### config.mk
export PLATFORM = sky130hd
export DESIGN_NAME = irq_pin_cond
export DESIGN_NICKNAME = d
export VERILOG_FILES = /design/src/rtl/irqc_pkg.sv /design/src/rtl/irqc_sync.sv /design/src/rtl/irqc_cfg_reg.sv /design/src/rtl/irqc_detect.sv /design/src/rtl/irq_pin_cond.sv
export SDC_FILE = /design/constraint.sdc
export NUM_CORES = 1
export LEC_CHECK = 0
export CAP_MARGIN = 20
export CORE_MARGIN = 4
export CORE_UTILIZATION = 34
export DETAILED_ROUTE_END_ITERATION = 12
export PLACE_DENSITY_LB_ADDON = 0.1
export SYNTH_ARGS = -nofsm -noshare
export SYNTH_HDL_FRONTEND = slang
export SYNTH_SLANG_ARGS = --single-unit
### constraint.sdc
create_clock -name clk -period 1.4 [get_ports clk]
set_input_delay 0.28 -clock clk [delete_from_list [all_inputs] [get_ports clk]]
set_output_delay 0.28 -clock clk [all_outputs]
set_load 0.01 [all_outputs]
### src/rtl/irqc_pkg.sv
package irqc_pkg;
   localparam int PRIO_W   = 3;
   localparam int CFG_W    = 16;
   localparam int B_MASK   = 3;
   localparam int B_LVL    = 4;
   localparam int B_POL    = 5;
   localparam int B_NEST   = 6;
   localparam int B_EDGEEN = 7;
   localparam int USED_W   = B_EDGEEN + 1;

   typedef struct packed {
      logic              edge_en;
      logic              nest;
      logic              pol;
      logic              lvl;
      logic              mask;
      logic [PRIO_W-1:0] prio;
   } cfg_t;
endpackage

### src/rtl/irqc_sync.sv
module irqc_sync #(
   parameter int   STAGES  = 2,
   parameter logic RST_VAL = 1'b0
) (
   input  logic clk,
   input  logic rst_n,
   input  logic d,
   output logic q
);
   initial begin
      if (STAGES < 2) $error("irqc_sync: STAGES must be at least 2");
   end

   logic [STAGES-1:0] chain;

   generate
      for (genvar i = 0; i < STAGES; i++) begin : g_stage
         if (i == 0) begin : g_first
            always_ff @(posedge clk or negedge rst_n) begin
               if (!rst_n) chain[0] <= RST_VAL;
               else        chain[0] <= d;
            end
         end else begin : g_next
            always_ff @(posedge clk or negedge rst_n) begin
               if (!rst_n) chain[i] <= RST_VAL;
               else        chain[i] <= chain[i-1];
            end
         end
      end
   endgenerate

   assign q = chain[STAGES-1];
endmodule

### src/rtl/irqc_cfg_reg.sv
module irqc_cfg_reg
   import irqc_pkg::*;
#(
   parameter int                REG_W    = CFG_W,
   parameter logic [PRIO_W-1:0] RST_PRIO = '1
) (
   input  logic             clk,
   input  logic             rst_n,
   input  logic             we,
   input  logic [REG_W-1:0] wdata,
   output logic [REG_W-1:0] rdata,
   output cfg_t             cfg
);
   localparam int RSV_W = REG_W - USED_W;

   initial begin
      if (REG_W < USED_W) $error("irqc_cfg_reg: REG_W too narrow");
   end

   cfg_t cfg_q;

   always_ff @(posedge clk or negedge rst_n) begin
      if (!rst_n) begin
         cfg_q         <= '0;
         cfg_q.prio    <= RST_PRIO;
         cfg_q.mask    <= 1'b1;
      end else if (we) begin
         cfg_q.prio    <= wdata[PRIO_W-1:0];
         cfg_q.mask    <= wdata[B_MASK];
         cfg_q.lvl     <= wdata[B_LVL];
         cfg_q.pol     <= wdata[B_POL];
         cfg_q.nest    <= wdata[B_NEST];
         cfg_q.edge_en <= wdata[B_EDGEEN];
      end
   end

   generate
      if (RSV_W > 0) begin : g_rsv
         assign rdata = {{RSV_W{1'b0}}, cfg_q};
      end else begin : g_norsv
         assign rdata = cfg_q;
      end
   endgenerate

   assign cfg = cfg_q;

   p_rsv_zero_r2: assert property (@(posedge clk) disable iff (!rst_n)
      rdata[REG_W-1:USED_W] == '0);
endmodule

### src/rtl/irqc_detect.sv
module irqc_detect
   import irqc_pkg::*;
(
   input  logic clk,
   input  logic rst_n,
   input  logic pin_s,
   input  cfg_t cfg,
   input  logic ack,
   output logic req
);
   logic pin_d;
   logic pend_q;
   logic rise, fall, fire, lvl_act, raw_req;

   always_ff @(posedge clk or negedge rst_n) begin
      if (!rst_n) pin_d <= 1'b0;
      else        pin_d <= pin_s;
   end

   always_comb begin
      rise    = pin_s & ~pin_d;
      fall    = ~pin_s & pin_d;
      lvl_act = pin_s ^ cfg.pol;
      fire    = cfg.edge_en & ~cfg.lvl & (cfg.pol ? fall : rise);
   end

   always_ff @(posedge clk or negedge rst_n) begin
      if (!rst_n) pend_q <= 1'b0;
      else        pend_q <= fire | (pend_q & ~ack);
   end

   always_comb begin
      raw_req = cfg.lvl ? lvl_act : pend_q;
      req     = raw_req & ~cfg.mask;
   end

   p_pend_hold_r7: assert property (@(posedge clk) disable iff (!rst_n)
      pend_q && !ack |=> pend_q);
   p_ack_clear_r8: assert property (@(posedge clk) disable iff (!rst_n)
      ack && !fire |=> !pend_q);
   p_edge_gate_r6: assert property (@(posedge clk) disable iff (!rst_n)
      (!cfg.edge_en || cfg.lvl) && !pend_q |=> !pend_q);
endmodule

### src/rtl/irq_pin_cond.sv
module irq_pin_cond
   import irqc_pkg::*;
#(
   parameter int                SYNC_STAGES = 2,
   parameter int                REG_W       = CFG_W,
   parameter logic [PRIO_W-1:0] RST_PRIO    = '1
) (
   input  logic              clk,
   input  logic              rst_n,
   input  logic              pin_async,
   input  logic              cfg_we,
   input  logic [REG_W-1:0]  cfg_wdata,
   output logic [REG_W-1:0]  cfg_rdata,
   input  logic              irq_ack,
   output logic              irq_req,
   output logic [PRIO_W-1:0] irq_prio,
   output logic              irq_nest
);
   initial begin
      if (SYNC_STAGES < 2) $error("irq_pin_cond: SYNC_STAGES must be >= 2");
      if (REG_W < USED_W)  $error("irq_pin_cond: REG_W too narrow");
   end

   cfg_t cfg;
   logic pin_s;

   irqc_sync #(.STAGES(SYNC_STAGES), .RST_VAL(1'b0)) u_sync (
      .clk(clk), .rst_n(rst_n), .d(pin_async), .q(pin_s));

   irqc_cfg_reg #(.REG_W(REG_W), .RST_PRIO(RST_PRIO)) u_cfg (
      .clk(clk), .rst_n(rst_n), .we(cfg_we), .wdata(cfg_wdata),
      .rdata(cfg_rdata), .cfg(cfg));

   irqc_detect u_det (
      .clk(clk), .rst_n(rst_n), .pin_s(pin_s), .cfg(cfg),
      .ack(irq_ack), .req(irq_req));

   assign irq_prio = cfg.prio;
   assign irq_nest = cfg.nest;

   p_mask_block_r3: assert property (@(posedge clk) disable iff (!rst_n)
      cfg_rdata[B_MASK] |-> !irq_req);
   p_prio_out_r10: assert property (@(posedge clk) disable iff (!rst_n)
      irq_prio == cfg_rdata[PRIO_W-1:0] && irq_nest == cfg_rdata[B_NEST]);
   p_level_follow_r4: assert property (@(posedge clk) disable iff (!rst_n)
      cfg_rdata[B_LVL] && !cfg_rdata[B_MASK] |-> irq_req == (pin_s ^ cfg_rdata[B_POL]));
endmodule

After elaboration in Yosys (flattened, before gate mapping)
Index checks and enable logic that the tools add are counted.
{ "totals": {"in_bits": 21, "reg_bits": 12, "word_cells": 25, "output_inout_bits": 21} }
{ "op_classes": {"muxes": 2, "n_bitwise": 13} }
{ "op_table": {"columns": ["cell", "count"], "rows": [
  ["AND 1 bit", 6],
  ["inverter 1 bit", 5],
  ["two-way mux 1 bit", 2],
  ["OR 1 bit", 1],
  ["bitwise XOR 1 bit", 1]
]} }

Longest topological paths before layout
Gate-level depths: netlist (run 1).
{ "depth": {"ltp_word": 5, "depth_mapped": 3, "mapped_depth_nobuf": 3} }

Hierarchy
From an unflattened synthesis (run 1), not the netlist that was laid out.
{ "hier_totals": {"hier_cells": 47, "hier_area_um2": 621.8} }
{ "modules_own_cells": {"columns": ["mod", "cells_each", "seq_area_each_um2", "area_per_inst_um2", "instances"], "rows": [
  ["irqc_cfg_reg", 34, 205.2, 460.4, 1],
  ["irqc_detect", 11, 50.0, 111.4, 1],
  ["irqc_sync", 2, 50.0, 50.0, 1]
]} }

Worst setup path after synthesis (run 1)
Ideal clock, no wire load.
{ "synth_path": {"kind": "register -> output", "startpoint": "reg u_cfg.cfg_q, in the netlist u_cfg.cfg[5]", "endpoint": "out irq_req", "arrival_time_ns": 0.938, "required_time_ns": 1.120, "path_slack_ns": 0.182, "path_stages_with_launch": 3, "n_path_buf": 0, "cell_sequence": "dfrtp_1 xnor2_1 a211oi_1"} }
{ "synth_via": {"elab_chain_cells": 3} }
{ "synth_lines": {"columns": ["element", "line", "rtl"], "rows": [
  ["start: declaration", "irqc_cfg_reg.sv:20", "cfg_t cfg_q;"],
  ["bitwise XOR 1 bit", "irqc_detect.sv:23", "lvl_act = pin_s ^ cfg.pol;"],
  ["two-way mux 1 bit", "irqc_detect.sv:33", "raw_req = cfg.lvl ? lvl_act : pend_q;"],
  ["AND 1 bit", "irqc_detect.sv:34", "req = raw_req & ~cfg.mask;"],
  ["end: declaration", "irq_pin_cond.sv:15", "output logic irq_req,"]
]} }
No other way between the ends.

Worst setup path after layout (run 1)
Same ends and word-level chain as after synthesis.

==> metrics.cfg, run 1 <==
[status]
status = finished, violations left
violations = negative setup slack

[synthesis]
ys_seq_elements = 12
avgSynthCellArea_um2 = 12.6
ys_top_cells_by_area = dfrtp_1 (36%), dfstp_2 (19%), buf_4 (16%)
ys.flop_type = dfrtp_1
synthDistinctLibCells = 15
synth_edf_count = 0
synth_area_um2 = 553
synthTopCellsByCount = buf_4 (12), dfrtp_1 (8), mux2_2 (7)
yosys_warnings = 0
yosys.area.top_type = dfrtp_1
postSynthCellCount = 44
synth.most_common_cell = buf_4
async_reset_ff_frac = 1.00
synth_top_cell_area_share = 0.362
ys_seq_area_frac = 0.552

[clocking]
ctsHoldBuffers = 0
worstSkewPairLatency_ns = 0.26
cts.htree.levels = 1
cts.sinks = 12
cts.path.max_buffers = 2
cts_made_buffers = 3
cts-root-buf = clkbuf_4
cts_tree = done
cts_setup_buffers = 0
path_clk_slew_ns = 0.07

[floorplan]
fp-row-count = 14
start_util = 0.363
die_x_um = 48.3
die-height_um = 48.3
core-area_um2 = 1520
ios = 42
die_area_um2 = 2340

[layout]
layout.nets = 95
fillers = 132
syn2layout_area_growth_pct = 48.4
drive_above_1_share = 0.319
fin_util = 0.539
antennaDiodeCount = 0

[global_route]
track_usage = 0.0821
grt_pass1_wl_um = 1550
grt_max_degree = 13
gr-total-overflow = 0
antenna_found_initial = 0
first_global_vias = 347

[timing]
clock_skew_ns = 0.00227
tns_ns = -0.00676
hold_ws_ns = 0.310
setup_viol = 1
fin_ws_ns = -0.00676
rsz0062_at_grt = true
finalHoldViolations = 0
drv_slew = 0
post-route-min-period_ns = 1.41
fmax_mhz = 711
finalCritPeriodShare = 1.00

[critical_path]
critPathArrivalTime_ns = 1.13
cp_max_fo = 2
cp-start-kind = register
critPathSlowestCell = dfrtp_1
worstPathRequired_ns = 1.12
crit_buf_inv = 1
worst-setup-path-type = register to output pin
critPathMaxStageDelay_ns = 0.39
crit_family = flip-flops
cp-end-kind = output pin
cp_cell_sequence = xnor2_1 -> a211oi_2 -> buf_2

[min_path]
hold_class = input pin to async pin

[placed_design]
port_buffers = 25
gp_congestion = 0.707

[power]
p_leak_uw = 0.000382
powerDensity_nw_per_um2 = 969
vdd_drop_max_v = 0.000793

[drt]
ant_nets = 0
routedWlPerCell_um = 11.3
drt-initial-drc-count = 4
drc = 0
vias = 377
drt-total-wl_um = 990
drt-vias-per-instance = 4.28
first_pass_iters = 3

[run]
maxCapViolations = 0

[what timing repair did]
item	CTS	global route
resized for setup	16	2
pin swaps	2	0
setup endpoints to repair	13	1
endpoints found under the hold margin	0	0
[layout by cell type, fill, tap and decap left out, drive strengths merged]
master         synthesis  layout
mux2                   7       7
dfstp                  4       4
dfrtp                  8       8
xnor2                  1       1
a21oi                  1       1
inv                    2       2
clkdlybuf4s15          0       1
o21ai                  1       1
nor2                   2       2
conb                   1       8
clkdlybuf4s50          0      12
buf                   13       7
and3b                  1       1
clkbuf                 0       3
a211oi                 1       1
dlygate4sd2            0      11
nand2                  1       1
o32ai                  1       1
[final cells by class]
class,instances,area [um^2],area share
Sequential cell,12,305,0.372
Timing Repair Buffer,31,289,0.352
Multi-Input combinational cell,24,176,0.215
Clock buffer,3,22.5,0.0274
Tap cell,16,20.0,0.0244
Inverter,2,7.51,0.00915
[per-layer routing]
| layer | wire (um) | global-route usage | vias up |
|---|---|---|---|
| li1 | - | - | 182 |
| met1 | 431 | 0.0971 | 171 |
| met2 | 446 | 0.135 | 24 |
| met3 | 112 | 0.0399 | 0 |
| met4 | 0 | 0.0138 | 0 |
| met5 | 0 | 0 | - |
[registers in the layout, indices dropped and copies added (netlist names)]
signal,count
u_sync.chain,1
u_det.pin_d,1
u_cfg.cfg,8
u_sync.q,1
u_det.pend_q,1
[power breakdown]
group | total, uW | switching, uW | internal [uW]
Combinational | 195 | 81.6 | 114
Clock | 196 | 96.5 | 99.0
Sequential | 404 | 18.9 | 385
[cell families after synthesis]
family / share of synthesized area
buffers and inverters: 0.186
flip-flops: 0.552
multiplexers: 0.143
AO/OA/AOI/OAI: 0.0611
AND/OR/NAND/NOR: 0.0362
XOR/XNOR: 0.0158
other: 0.00678
[path summary, 6_finish.rpt]
check	slack [ns]	start	cells past startpoint	to
setup / recovery	-0.007	u_cfg.cfg[5]	3	irq_req
hold reg to reg	0.35	u_sync.chain[0]	0	u_sync.q
setup reg to reg	0.33	u_sync.q	4	u_det.pend_q
min in group clk	0.35	u_sync.chain[0]	0	u_sync.q
hold / removal	0.31	rst_n	2	u_cfg.cfg[6]
max in group asynchronous	0.86	rst_n	2	u_cfg.cfg[3]
[stage by stage]
| stage | instance area (um^2) | setup slack (ns) | total power, uW | std cells |
|---|---|---|---|---|
| 3_3_place_gp | 812 | -0.193 | 632 | 85 |
| 5_1_grt | 821 | -0.0868 | 843 | 88 |
| 4_1_cts | 815 | -0.0216 | 807 | 88 |
| 3_5_place_dp | 812 | -0.176 | 634 | 85 |
| 2_1_floorplan | 579 | 0.182 | 518 | 51 |
| 6_report | 821 | -0.00676 | 795 | 88 |
Note: power is estimated with default switching activity, not from simulation.
==> run 2, diff against run 1 <==
- ABC_AREA: default -> 1
- CORE_UTILIZATION: 34 -> 35
==> metrics.cfg, run 2 <==
[critical_path]
crit_buf_inv = 3  ; was 1
ff2ff_setup_slack_ns = 0.55  ; was 0.33 ns
worst-setup-path-type = register to output pin  ; unchanged
path_depth = 6  ; was 3
cp-end-kind = output pin  ; unchanged
cp_max_fo = 3  ; was 2
reg2reg_depth = 4  ; unchanged
crit_family = flip-flops  ; unchanged
cp-start-kind = register  ; unchanged
critPathArrivalTime_ns = 1.06  ; was 1.13 ns
critPathMaxStageDelay_ns = 0.40  ; was 0.39 ns
worstPathRequired_ns = 1.12  ; about the same
critPathSlowestCell = dfrtp_1  ; unchanged
cp_cell_sequence = inv_1 -> nand2_1 -> nand3_1 -> nand2_1 -> inv_1 -> buf_2  ; was xnor2_1 -> a211oi_2 -> buf_2

[power]
powerDensity_nw_per_um2 = 965  ; was 969 nW/um^2
p_leak_uw = 0.000430  ; was 0.000382 uW
vdd_drop_max_v = 0.000522  ; was 0.000793 V

[clocking]
cts_made_buffers = 3  ; unchanged
cts.path.max_buffers = 2  ; unchanged
cts-root-buf = clkbuf_4  ; unchanged
worstSkewPairLatency_ns = 0.26  ; about the same
cts_tree = done  ; unchanged
path_clk_slew_ns = 0.07  ; about the same
cts.sinks = 12  ; unchanged
ctsHoldBuffers = 0  ; unchanged
cts.htree.levels = 1  ; unchanged

[synthesis]
ys_seq_area_frac = 0.525  ; was 0.552
yosys.area.top_type = dfrtp_1  ; unchanged
synth.most_common_cell = buf_4  ; unchanged
async_reset_ff_frac = 1.00  ; unchanged
synthDistinctLibCells = 14  ; was 15
postSynthCellCount = 55  ; was 44
ys_seq_elements = 12  ; unchanged
ys_top_cells_by_area = dfrtp_1 (34%), dfstp_2 (18%), buf_4 (15%)  ; was dfrtp_1 (36%), dfstp_2 (19%), buf_4 (16%)
synth_top_cell_area_share = 0.344  ; was 0.362
synth_edf_count = 0  ; unchanged
avgSynthCellArea_um2 = 10.6  ; was 12.6 um^2
synthTopCellsByCount = buf_4 (12), nand2_1 (9), dfrtp_1 (8)  ; was buf_4 (12), dfrtp_1 (8), mux2_2 (7)
synth_area_um2 = 582  ; was 553 um^2
yosys_warnings = 0  ; unchanged
ys.flop_type = dfrtp_1  ; unchanged

[min_path]
hold_class = input pin to async pin  ; unchanged

[timing]
finalCritPeriodShare = 0.958  ; was 1.00
post-route-min-period_ns = 1.34  ; was 1.41 ns
rsz0062_at_grt = true  ; unchanged
tns_ns = 0  ; was -0.00676 ns
drv_slew = 0  ; unchanged
setup_viol = 0  ; was 1
clock_skew_ns = 0.00408  ; was 0.00227 ns
finalHoldViolations = 0  ; unchanged
hold_ws_ns = 0.300  ; was 0.310 ns
fmax_mhz = 746  ; was 711 MHz

[layout]
antennaDiodeCount = 0  ; unchanged
final_common_cell = clkdlybuf4s50_1  ; unchanged
drive_above_1_share = 0.282  ; was 0.319
layout.nets = 107  ; was 95
fin_util = 0.551  ; was 0.539
syn2layout_area_growth_pct = 46.0  ; was 48.4%
final_cell_mix = clkdlybuf4s50_1 (12), nand2_1 (9), conb_1 (8), clkdlybuf4s15_1 (8), dfrtp_1 (8)  ; was clkdlybuf4s50_1 (12), dlygate4sd2_1 (11), conb_1 (8), dfrtp_1 (8), mux2_2 (7)
largest_reg_flops = 8  ; unchanged

[global_route]
first_global_vias = 443  ; was 347
grt_max_degree = 13  ; unchanged
antenna_found_initial = 0  ; unchanged
gr-total-overflow = 0  ; unchanged
track_usage = 0.102  ; was 0.0821
grt_pass1_wl_um = 1880  ; was 1550 um

[placed_design]
place_hpwl_um = 837
port_buffers = 25  ; unchanged
gp_congestion = 0.588  ; was 0.707

[floorplan]
core-area_um2 = 1540  ; was 1520 um^2
die-height_um = 48.8  ; was 48.3 um
die_area_um2 = 2380  ; was 2340 um^2
ios = 42  ; unchanged
die_x_um = 48.8  ; was 48.3 um
start_util = 0.377  ; was 0.363
fp-row-count = 14  ; unchanged

[status]
status = completed  ; was finished, violations left

[drt]
drt-initial-drc-count = 0  ; was 4
ant_nets = 0  ; unchanged
routedWlPerCell_um = 10.2  ; was 11.3 um
drt-vias-per-instance = 4.25  ; was 4.28
drc = 0  ; unchanged
vias = 429  ; was 377
drt-total-wl_um = 1040  ; was 990 um
first_pass_iters = 1  ; was 3

[run]
maxCapViolations = 0  ; unchanged

-- run 2: repair_timing --
| action | 4_1_cts | 5_1_grt |
|---|---|---|
| setup endpoints to repair | 13 | 8 |
| cloned | 0 | 0 |
| buffers inserted | 0 | 1 |
| pin swaps | 0 | 2 |
| resized for setup | 17 | 10 |
-- run 2: power by group --
group / internal (uW) / switching [uW] / leakage, uW
Clock: 110 / 103 / 0.0000150
Sequential: 385 / 20.1 / 0.000138
Combinational: 118 / 83.3 / 0.000277
Total: 613 / 206 / 0.000430
-- run 2: cell families after synthesis --
kind of cell	after synthesis	synth area share
buffers and inverters	20	0.219
AND/OR/NAND/NOR	13	0.0925
multiplexers	5	0.123
flip-flops	12	0.525
other	1	0.00645
AO/OA/AOI/OAI	4	0.0344
-- run 2: path summary, 6_finish.rpt --
path | to | startpoint
setup / recovery | irq_req | u_sync.q
max in group asynchronous | u_cfg.cfg[1] | rst_n
setup reg to reg | u_cfg.cfg[5] | u_cfg.cfg[5]
min in group clk | u_sync.q | u_sync.chain[0]
hold / removal | u_cfg.cfg[6] | rst_n
hold reg to reg | u_sync.q | u_sync.chain[0]
-- run 2: area by class of cell --
type,count,area (um^2)
clock buffer,4,26.3
fill,155,692
inverter,7,26.3
multi-input combinational,30,179
sequential,12,305
tap,16,20.0
timing repair buffer,32,293
-- run 2: metal layers --
| layer | up-vias | wire, um | share of wire | global-route usage |
|---|---|---|---|---|
| met5 | - | 0 | 0 | 0 |
| met2 | 23 | 483 | 0.47 | 0.152 |
| met4 | 0 | 20 | 0.019 | 0.0673 |
| li1 | 209 | - | - | - |
| met1 | 193 | 428 | 0.41 | 0.119 |
| met3 | 4 | 103 | 0.10 | 0.0398 |
-- run 2: through the flow --
stage | cell area [um^2] | worst slack [ns] | total power (uW) | std cells
after floorplan | 608 | 0.389 | 525 | 62
after global placement | 822 | -0.0794 | 629 | 96
after detailed placement | 822 | -0.0950 | 632 | 96
after CTS | 828 | 0.0276 | 825 | 100
after global routing | 850 | -0.0236 | 881 | 101
final | 850 | 0.0589 | 820 | 101
==> run 3, diff against run 2 <==
- CTS_CLUSTER_DIAMETER: default -> 200
==> results of run 3 <==
The final DEF is identical to that of run 2; final timing and power are the same.
